[src/rtl/tpg_pkg.sv]
`timescale 1ns/1ps
// Package tpg_pkg
// Purpose : shared symbol type and code values for the test pattern generator.
// Assumes : symbols are 3-bit two's-complement values in the range -2..+2.
package tpg_pkg;
    localparam int SYM_W = 3;

    typedef logic [SYM_W-1:0] sym_t;

    localparam sym_t SYM_PLUS2  = 3'b010;
    localparam sym_t SYM_PLUS1  = 3'b001;
    localparam sym_t SYM_ZERO   = 3'b000;
    localparam sym_t SYM_MINUS1 = 3'b111;
    localparam sym_t SYM_MINUS2 = 3'b110;
endpackage

[src/rtl/tpg_position_counter.sv]
`timescale 1ns/1ps
// Module tpg_position_counter
// Purpose : tracks the symbol index inside one pattern period.
// Assumes : PERIOD >= 2; restart wins over advance; reset is synchronous, active low.
module tpg_position_counter #(
    parameter int PERIOD = 1792,
    localparam int CW    = $clog2(PERIOD)
) (
    input  logic          clk,
    input  logic          rst_n,
    input  logic          advance,
    input  logic          restart,
    output logic [CW-1:0] pos
);
    localparam logic [CW-1:0] LAST = CW'(PERIOD - 1);

    // Step the index, wrap at the end of the period, clear on restart.
    always_ff @(posedge clk) begin
        if (!rst_n) begin
            pos <= '0;
        end else if (restart) begin
            pos <= '0;
        end else if (advance) begin
            pos <= (pos == LAST) ? '0 : pos + CW'(1);
        end
    end
endmodule

[src/rtl/tpg_segment_decoder.sv]
`timescale 1ns/1ps
// Module tpg_segment_decoder
// Purpose : maps a period index to its symbol and flags the period origin.
// Assumes : layout is four impulse blocks of IMP_LEN, two runs of RUN_LEN,
//           then QUIET_LEN zeros; purely combinational.
module tpg_segment_decoder
    import tpg_pkg::*;
#(
    parameter int IMP_LEN   = 128,
    parameter int RUN_LEN   = 128,
    parameter int QUIET_LEN = 1024,
    localparam int PERIOD   = 4 * IMP_LEN + 2 * RUN_LEN + QUIET_LEN,
    localparam int CW       = $clog2(PERIOD)
) (
    input  logic [CW-1:0] pos,
    output sym_t          sym,
    output logic          origin
);
    localparam int N_IMP = 4;
    localparam logic [CW-1:0] RUN_P_BASE = CW'(N_IMP * IMP_LEN);
    localparam logic [CW-1:0] RUN_N_BASE = CW'(N_IMP * IMP_LEN + RUN_LEN);
    localparam logic [CW-1:0] QUIET_BASE = CW'(N_IMP * IMP_LEN + 2 * RUN_LEN);

    // Impulse amplitude for each of the leading blocks, in play order.
    function automatic sym_t impulse_code(input int idx);
        case (idx)
            0:       return SYM_PLUS2;
            1:       return SYM_MINUS2;
            2:       return SYM_PLUS1;
            default: return SYM_MINUS1;
        endcase
    endfunction

    logic [N_IMP-1:0] imp_hit;

    // One comparator per impulse block start.
    for (genvar g = 0; g < N_IMP; g++) begin : g_imp
        localparam logic [CW-1:0] BASE = CW'(g * IMP_LEN);
        assign imp_hit[g] = (pos == BASE);
    end

    // Select the symbol of the segment that holds the index.
    always_comb begin
        sym = SYM_ZERO;
        for (int i = 0; i < N_IMP; i++) begin
            if (imp_hit[i]) sym = impulse_code(i);
        end
        if (pos >= RUN_P_BASE && pos < RUN_N_BASE) sym = SYM_PLUS2;
        if (pos >= RUN_N_BASE && pos < QUIET_BASE) sym = SYM_MINUS2;
    end

    assign origin = imp_hit[0];
endmodule

[src/rtl/tpg_lane_reg.sv]
`timescale 1ns/1ps
// Module tpg_lane_reg
// Purpose : output register for one lane; loads the symbol or forces zero.
// Assumes : synchronous active-low reset; zero is the idle code.
module tpg_lane_reg
    import tpg_pkg::*;
(
    input  logic clk,
    input  logic rst_n,
    input  logic load,
    input  sym_t d,
    output sym_t q
);
    // Capture the symbol when streaming, otherwise drive the idle code.
    always_ff @(posedge clk) begin
        if (!rst_n) q <= SYM_ZERO;
        else        q <= load ? d : SYM_ZERO;
    end
endmodule

[src/rtl/gtx_test_pattern_gen.sv]
`timescale 1ns/1ps
// Module gtx_test_pattern_gen
// Purpose : four-lane generator of the impulse / run / silence test pattern.
// Assumes : one symbol per clock; outputs registered once after the sampling
//           edge; restart has priority over run_en; reset is synchronous low.
module gtx_test_pattern_gen
    import tpg_pkg::*;
#(
    parameter int LANES     = 4,
    parameter int IMP_LEN   = 128,
    parameter int RUN_LEN   = 128,
    parameter int QUIET_LEN = 1024,
    localparam int PERIOD   = 4 * IMP_LEN + 2 * RUN_LEN + QUIET_LEN,
    localparam int CW       = $clog2(PERIOD)
) (
    input  logic                   clk,
    input  logic                   rst_n,
    input  logic                   run_en,
    input  logic                   restart,
    output logic [LANES*SYM_W-1:0] lane_sym,
    output logic                   sym_valid,
    output logic                   frame_start
);
    logic          advance;
    logic [CW-1:0] pos;
    sym_t          cur_sym;
    logic          cur_origin;

    assign advance = run_en & ~restart;

    tpg_position_counter #(.PERIOD(PERIOD)) counter_i (
        .clk     (clk),
        .rst_n   (rst_n),
        .advance (advance),
        .restart (restart),
        .pos     (pos)
    );

    tpg_segment_decoder #(
        .IMP_LEN   (IMP_LEN),
        .RUN_LEN   (RUN_LEN),
        .QUIET_LEN (QUIET_LEN)
    ) decoder_i (
        .pos    (pos),
        .sym    (cur_sym),
        .origin (cur_origin)
    );

    // One output register per lane, all fed from the same decoded symbol.
    for (genvar l = 0; l < LANES; l++) begin : g_lane
        tpg_lane_reg lane_i (
            .clk   (clk),
            .rst_n (rst_n),
            .load  (advance),
            .d     (cur_sym),
            .q     (lane_sym[l*SYM_W +: SYM_W])
        );
    end

    // Register the valid flag and the period marker alongside the symbols.
    always_ff @(posedge clk) begin
        if (!rst_n) begin
            sym_valid   <= 1'b0;
            frame_start <= 1'b0;
        end else begin
            sym_valid   <= advance;
            frame_start <= advance & cur_origin;
        end
    end
endmodule

[config.mk]
export PLATFORM = sky130hd
export DESIGN_NAME = gtx_test_pattern_gen
export DESIGN_NICKNAME = d
export VERILOG_FILES = /design/src/rtl/tpg_pkg.sv /design/src/rtl/tpg_position_counter.sv /design/src/rtl/tpg_segment_decoder.sv /design/src/rtl/tpg_lane_reg.sv /design/src/rtl/gtx_test_pattern_gen.sv
export SDC_FILE = /design/constraint.sdc
export NUM_CORES = 1
export LEC_CHECK = 0
export ABC_AREA = 1
export ABC_CLOCK_PERIOD_IN_PS = 1100
export BUFFER_PORTS_ARGS = -buffer_cell sky130_fd_sc_hd__buf_2
export CAP_MARGIN = 20
export CORE_ASPECT_RATIO = 1.5
export CORE_UTILIZATION = 40
export DETAILED_ROUTE_END_ITERATION = 16
export PLACE_DENSITY_LB_ADDON = 0.12
export SLEW_MARGIN = 20
export SYNTH_ARGS = -nofsm -noshare
export SYNTH_HDL_FRONTEND = slang
export SYNTH_SLANG_ARGS = --single-unit
[constraint.sdc]
create_clock -name clk -period 1.1 [get_ports clk]
set_input_delay 0.11 -clock clk [delete_from_list [all_inputs] [get_ports clk]]
set_output_delay 0.11 -clock clk [all_outputs]
set_load 0.01 [all_outputs]
# After elaboration in Yosys (flattened, before gate mapping)
# Index checks and enable logic that the tools add are counted.
# totals
register_bits,16
out_inout_bits,14
elab_cells,32
# op_classes
addsub,1
bitwise,5
magnitude_cmp,4
n_eq_ne,4
n_mux,7
n_reduce_logical,6
# ops
cell,count
equality test 11 x 9 -> 1 bit (second input constant),2
>= comparator 11 x 10 -> 1 bit (second input constant),2
< comparator 11 x 10 -> 1 bit (second input constant),2
2-to-1 mux 3 bit,5
adder 11 x 1 -> 11 bit (second input constant),1
equality test 11 bit (second input constant),1
equality test 11 x 8 -> 1 bit (second input constant),1
zero test 11 bit,1
2-to-1 mux 11 bit,1
OR reduction 4 bit,1
NOT 1 bit,3
AND 1 bit,2
logical AND 1 bit,2
2-to-1 mux 2 bit,1
AND reduction 2 bit,1
OR reduction 2 bit,1

# Logic depth before layout (Yosys ltp)
# logic_depth
ltp_word,7
depth_mapped,8
ltp_nobuf,8

# Cells and area by module
# From an unflattened synthesis, not the netlist that was laid out.
# hier_totals
cells_unflattened,164
area_unflattened_um2,1224.9
# by_module_without_submodules
mod,area_each_um2,instances,cells_per_inst
tpg_position_counter,643.1,1,81
tpg_lane_reg,86.3,4,10
tpg_segment_decoder,161.4,1,34
gtx_test_pattern_gen,75.1,1,9

# Worst setup path after synthesis
# Ideal clock, no wire load.
# synth_timing
path_kind,register to register
start,register counter_i.pos[1]
end,register counter_i.pos[9]
arrival_time_ns,1.084
path_slack_ns,-0.099
path_stages_with_launch,9
cell_sequence,dfxtp_1 > ha_1 > nand3_2 > nor2_4 > nand3_2 > nand2_2 > inv_2 > nand2_1 > nor2_1
# synth_between
elab_chain_cells,2
# synth_rtl
element,line,source
from (decl),tpg_position_counter.sv:13,output logic [CW-1:0] pos
from (signal assigned),tpg_position_counter.sv:24,pos <= (pos == LAST) ? '0 : pos + CW'(1);
adder 11 x 1 -> 11 bit / equality test 11 bit (equally long branches),tpg_position_counter.sv:24,
2-to-1 mux 11 bit *,tpg_position_counter.sv:24,
# Every way passes the cells marked *; elsewhere a longest branch is shown, timed or not.
# A chain may end at the register's enable or synchronous reset.

# Worst setup path after layout
# layout_timing
start,register counter_i.pos[1]
end,register counter_i.pos[8]
# The elaborated chain is that of the path after synthesis.

==> run metrics <==
status=finished, violations left; failing checks=setup timing; FMAX=0.805 GHz; 1st-pass router iterations=4; worst vdd ir=561 uV; highest-count cells in the layout ignoring fill and taps=20 x nand2_1, 17 x inv_1, 17 x buf_2, 15 x nor2_1, 13 x buf_4; met1 WL=737 um; core area=0.00205 mm^2; CP bufs+invs=0; LEAKAGE=0.000521 uW; clock share of power=38.0%; drt drc=0; commonest non-fill, non-tap cell in the layout=nand2_1; Fin. Hold Viols=0; # rows=20; Die ar.=0.00238 mm^2; Synth-to-Final Area Change=30.0%; CP cell instances=ha_4 > nand3_4 > nor2_4 > nand2_1 > xor2_1 > nor2_2; Global Route Usage Sum=18.1%; DIE HEIGHT=59.3 um; hold crit path type=in2reg; period utilization=113%; Final HPWL DP=1.41 mm; CTS max path bufs=2; top cell type's share of synthesized area=36.6%; fin. max-slew vios=0; Req. time, crit path=1.30 ns; Synth Warn #=0; vias post-DR=803; global route overflow=0; CTS Buf Count=3; type of the worst setup path=reg2reg; met2 wire length=1.04 mm; Post-DRT Antenna Nets=0; Mapped Area=876 um^2; ANT cells=0; max-cap violation count=0; Vias/cell=4.78; I/O pin count=18; Yosys reg bits=16; Yosys top cell by area=dfxtp_1; Sw Pwr=249 uW; Synth Net Count=127; Final min period=1.24 ns; skew final=0.00788 ns; # hold bufs at CTS=0; First DRT Iteration DRCs=13; vias in the first global route=704; layout net count=153; combinational share of power=6.9%; P_int=809 uW; Sink Count=16; Synth area leaders=dfxtp_1 37%, nand2_1 10%, buf_4 7.7%; Setup Viol. Count Final=9; Mapped Cells=121; Data arrival, critical path=1.44 ns; clock-pin slew on the worst setup and hold paths=0.10 ns; met3 WL=53 um; WL/cell=11.1 um; Netlist cell types=20; H-tree lvl count=1; RePlAce Congestion=0.821; DR top layer=met4; CTS tree=built; Post-Route WL=1.86 mm; DP Area=0.00102 mm^2; CP max FO=6; antenna violations before repair=0; DIE WIDTH=40.2 um; largest net degree at the start of global routing=10; Switching Share=23.5%; Max stage delay on crit path=0.39 ns; clock latency on the worst-skew pair=0.29 ns; Clk Tree Root Cell=clkbuf_4; CP Capture Type=flip-flop; port bufs=17; sequential cell area fraction in the yosys report=36.6%; pwr/cell area=929 mW/mm^2; Worst-Margin Slew=0.337 ns; global-route wire length before repair=2.88 mm; layout cells sized above 1=42.5%; RSZ-0062 raised after global routing=yes; Max-slew headroom=77.5%; post-layout util=55.5%; Initial Utilization=42.7%; final instance area=0.00114 mm^2; Flop pwr share=55.1%; CP Launch Type=flip-flop; Setup WS post-layout=-0.141 ns; Largest delay share family, worst path=simple AND/OR/NAND/NOR gates; Max stage delay cell, worst path=dfxtp_4; syn_area_per_cell=7.24 um^2
==> sequential cells by signal, summed over array words and instances (netlist names) <==
name,cells
counter_i.pos,11
g_lane.lane_i.q,3
frame_start,1
sym_valid,1
==> kinds of logic after synthesis <==
| logic type | count (synthesis) | share of synthesized area (%) |
|---|---|---|
| xor+xnor | 3 | 3.00 |
| compound gates | 8 | 4.57 |
| buf+inv | 28 | 15.9 |
| flops | 16 | 36.6 |
| fa+ha+maj | 2 | 2.86 |
| simple gates | 64 | 37.1 |
==> final timing paths <==
| kind | from | to | slack, ns | cells past startpoint |
|---|---|---|---|---|
| setup / recovery | counter_i.pos[1] | counter_i.pos[8] | -0.14 | 6 |
| hold / removal | restart | counter_i.pos[0] | 0.15 | 4 |
| setup reg to reg | counter_i.pos[1] | counter_i.pos[8] | -0.14 | 6 |
| hold reg to reg | counter_i.pos[1] | counter_i.pos[1] | 0.53 | 2 |
==> synthesized netlist by cell type (all sizes together) <==
| cell type | number |
|---|---|
| a21oi | 6 |
| ha | 2 |
| nand4 | 1 |
| buf | 9 |
| inv | 19 |
| xor2 | 3 |
| nand2 | 27 |
| dfxtp | 16 |
| nand3 | 11 |
| o21ai | 2 |
| nor3 | 5 |
| nor4b | 1 |
| nor2 | 19 |
==> power by group through the flow <==
stage	logic, uW	registers [uW]	clock network, uW
global route	83.0	584	437
floorplan	43.0	603	0
CTS	67.6	583	416
finish	73.1	583	402
detailed placement	65.6	600	0
global placement	65.0	600	0
==> worst register-to-register path, cell delays in order (launching register included) <==
cell	delay, ns
dfxtp_4	0.39
ha_4	0.14
nand3_4	0.08
nor2_4	0.15
nand2_1	0.10
xor2_1	0.21
nor2_2	0.07
==> area by class of cell <==
type	instances	area, um^2
Fill cell	198	913
Clock buffer	4	36.3
Tap cell	22	27.5
Timing Repair Buffer	30	183
Inverter	19	73.8
Multi-Input combinational cell	77	485
Sequential cell	16	333
==> metal layers <==
metal	global-route usage [%]	vias up
met4	10.0	0
met3	2.26	4
met5	0	-
met2	32.9	20
li1	-	418
met1	18.3	361
==> through the flow <==
step	hold slack, ns	power (uW)	instances	worst slack, ns	TNS [ns]
after floorplan	0.286	646	121	-0.0483	-0.171
after global placement	0.435	665	161	-0.104	-0.694
after detailed placement	0.437	666	161	-0.143	-0.927
after CTS	0.118	1070	166	-0.110	-0.641
after global routing	0.172	1100	168	-0.173	-1.61
final	0.147	1060	168	-0.141	-0.813
==> timing repair <==
item,4_1_cts,5_1_grt
hold endpoints to repair,0,0
cloned,0,0
endpoints found under the setup margin,13,14
resized for setup,7,13
pin swaps,5,5
setup buffers,1,2
(Power assumes the default switching activity.)
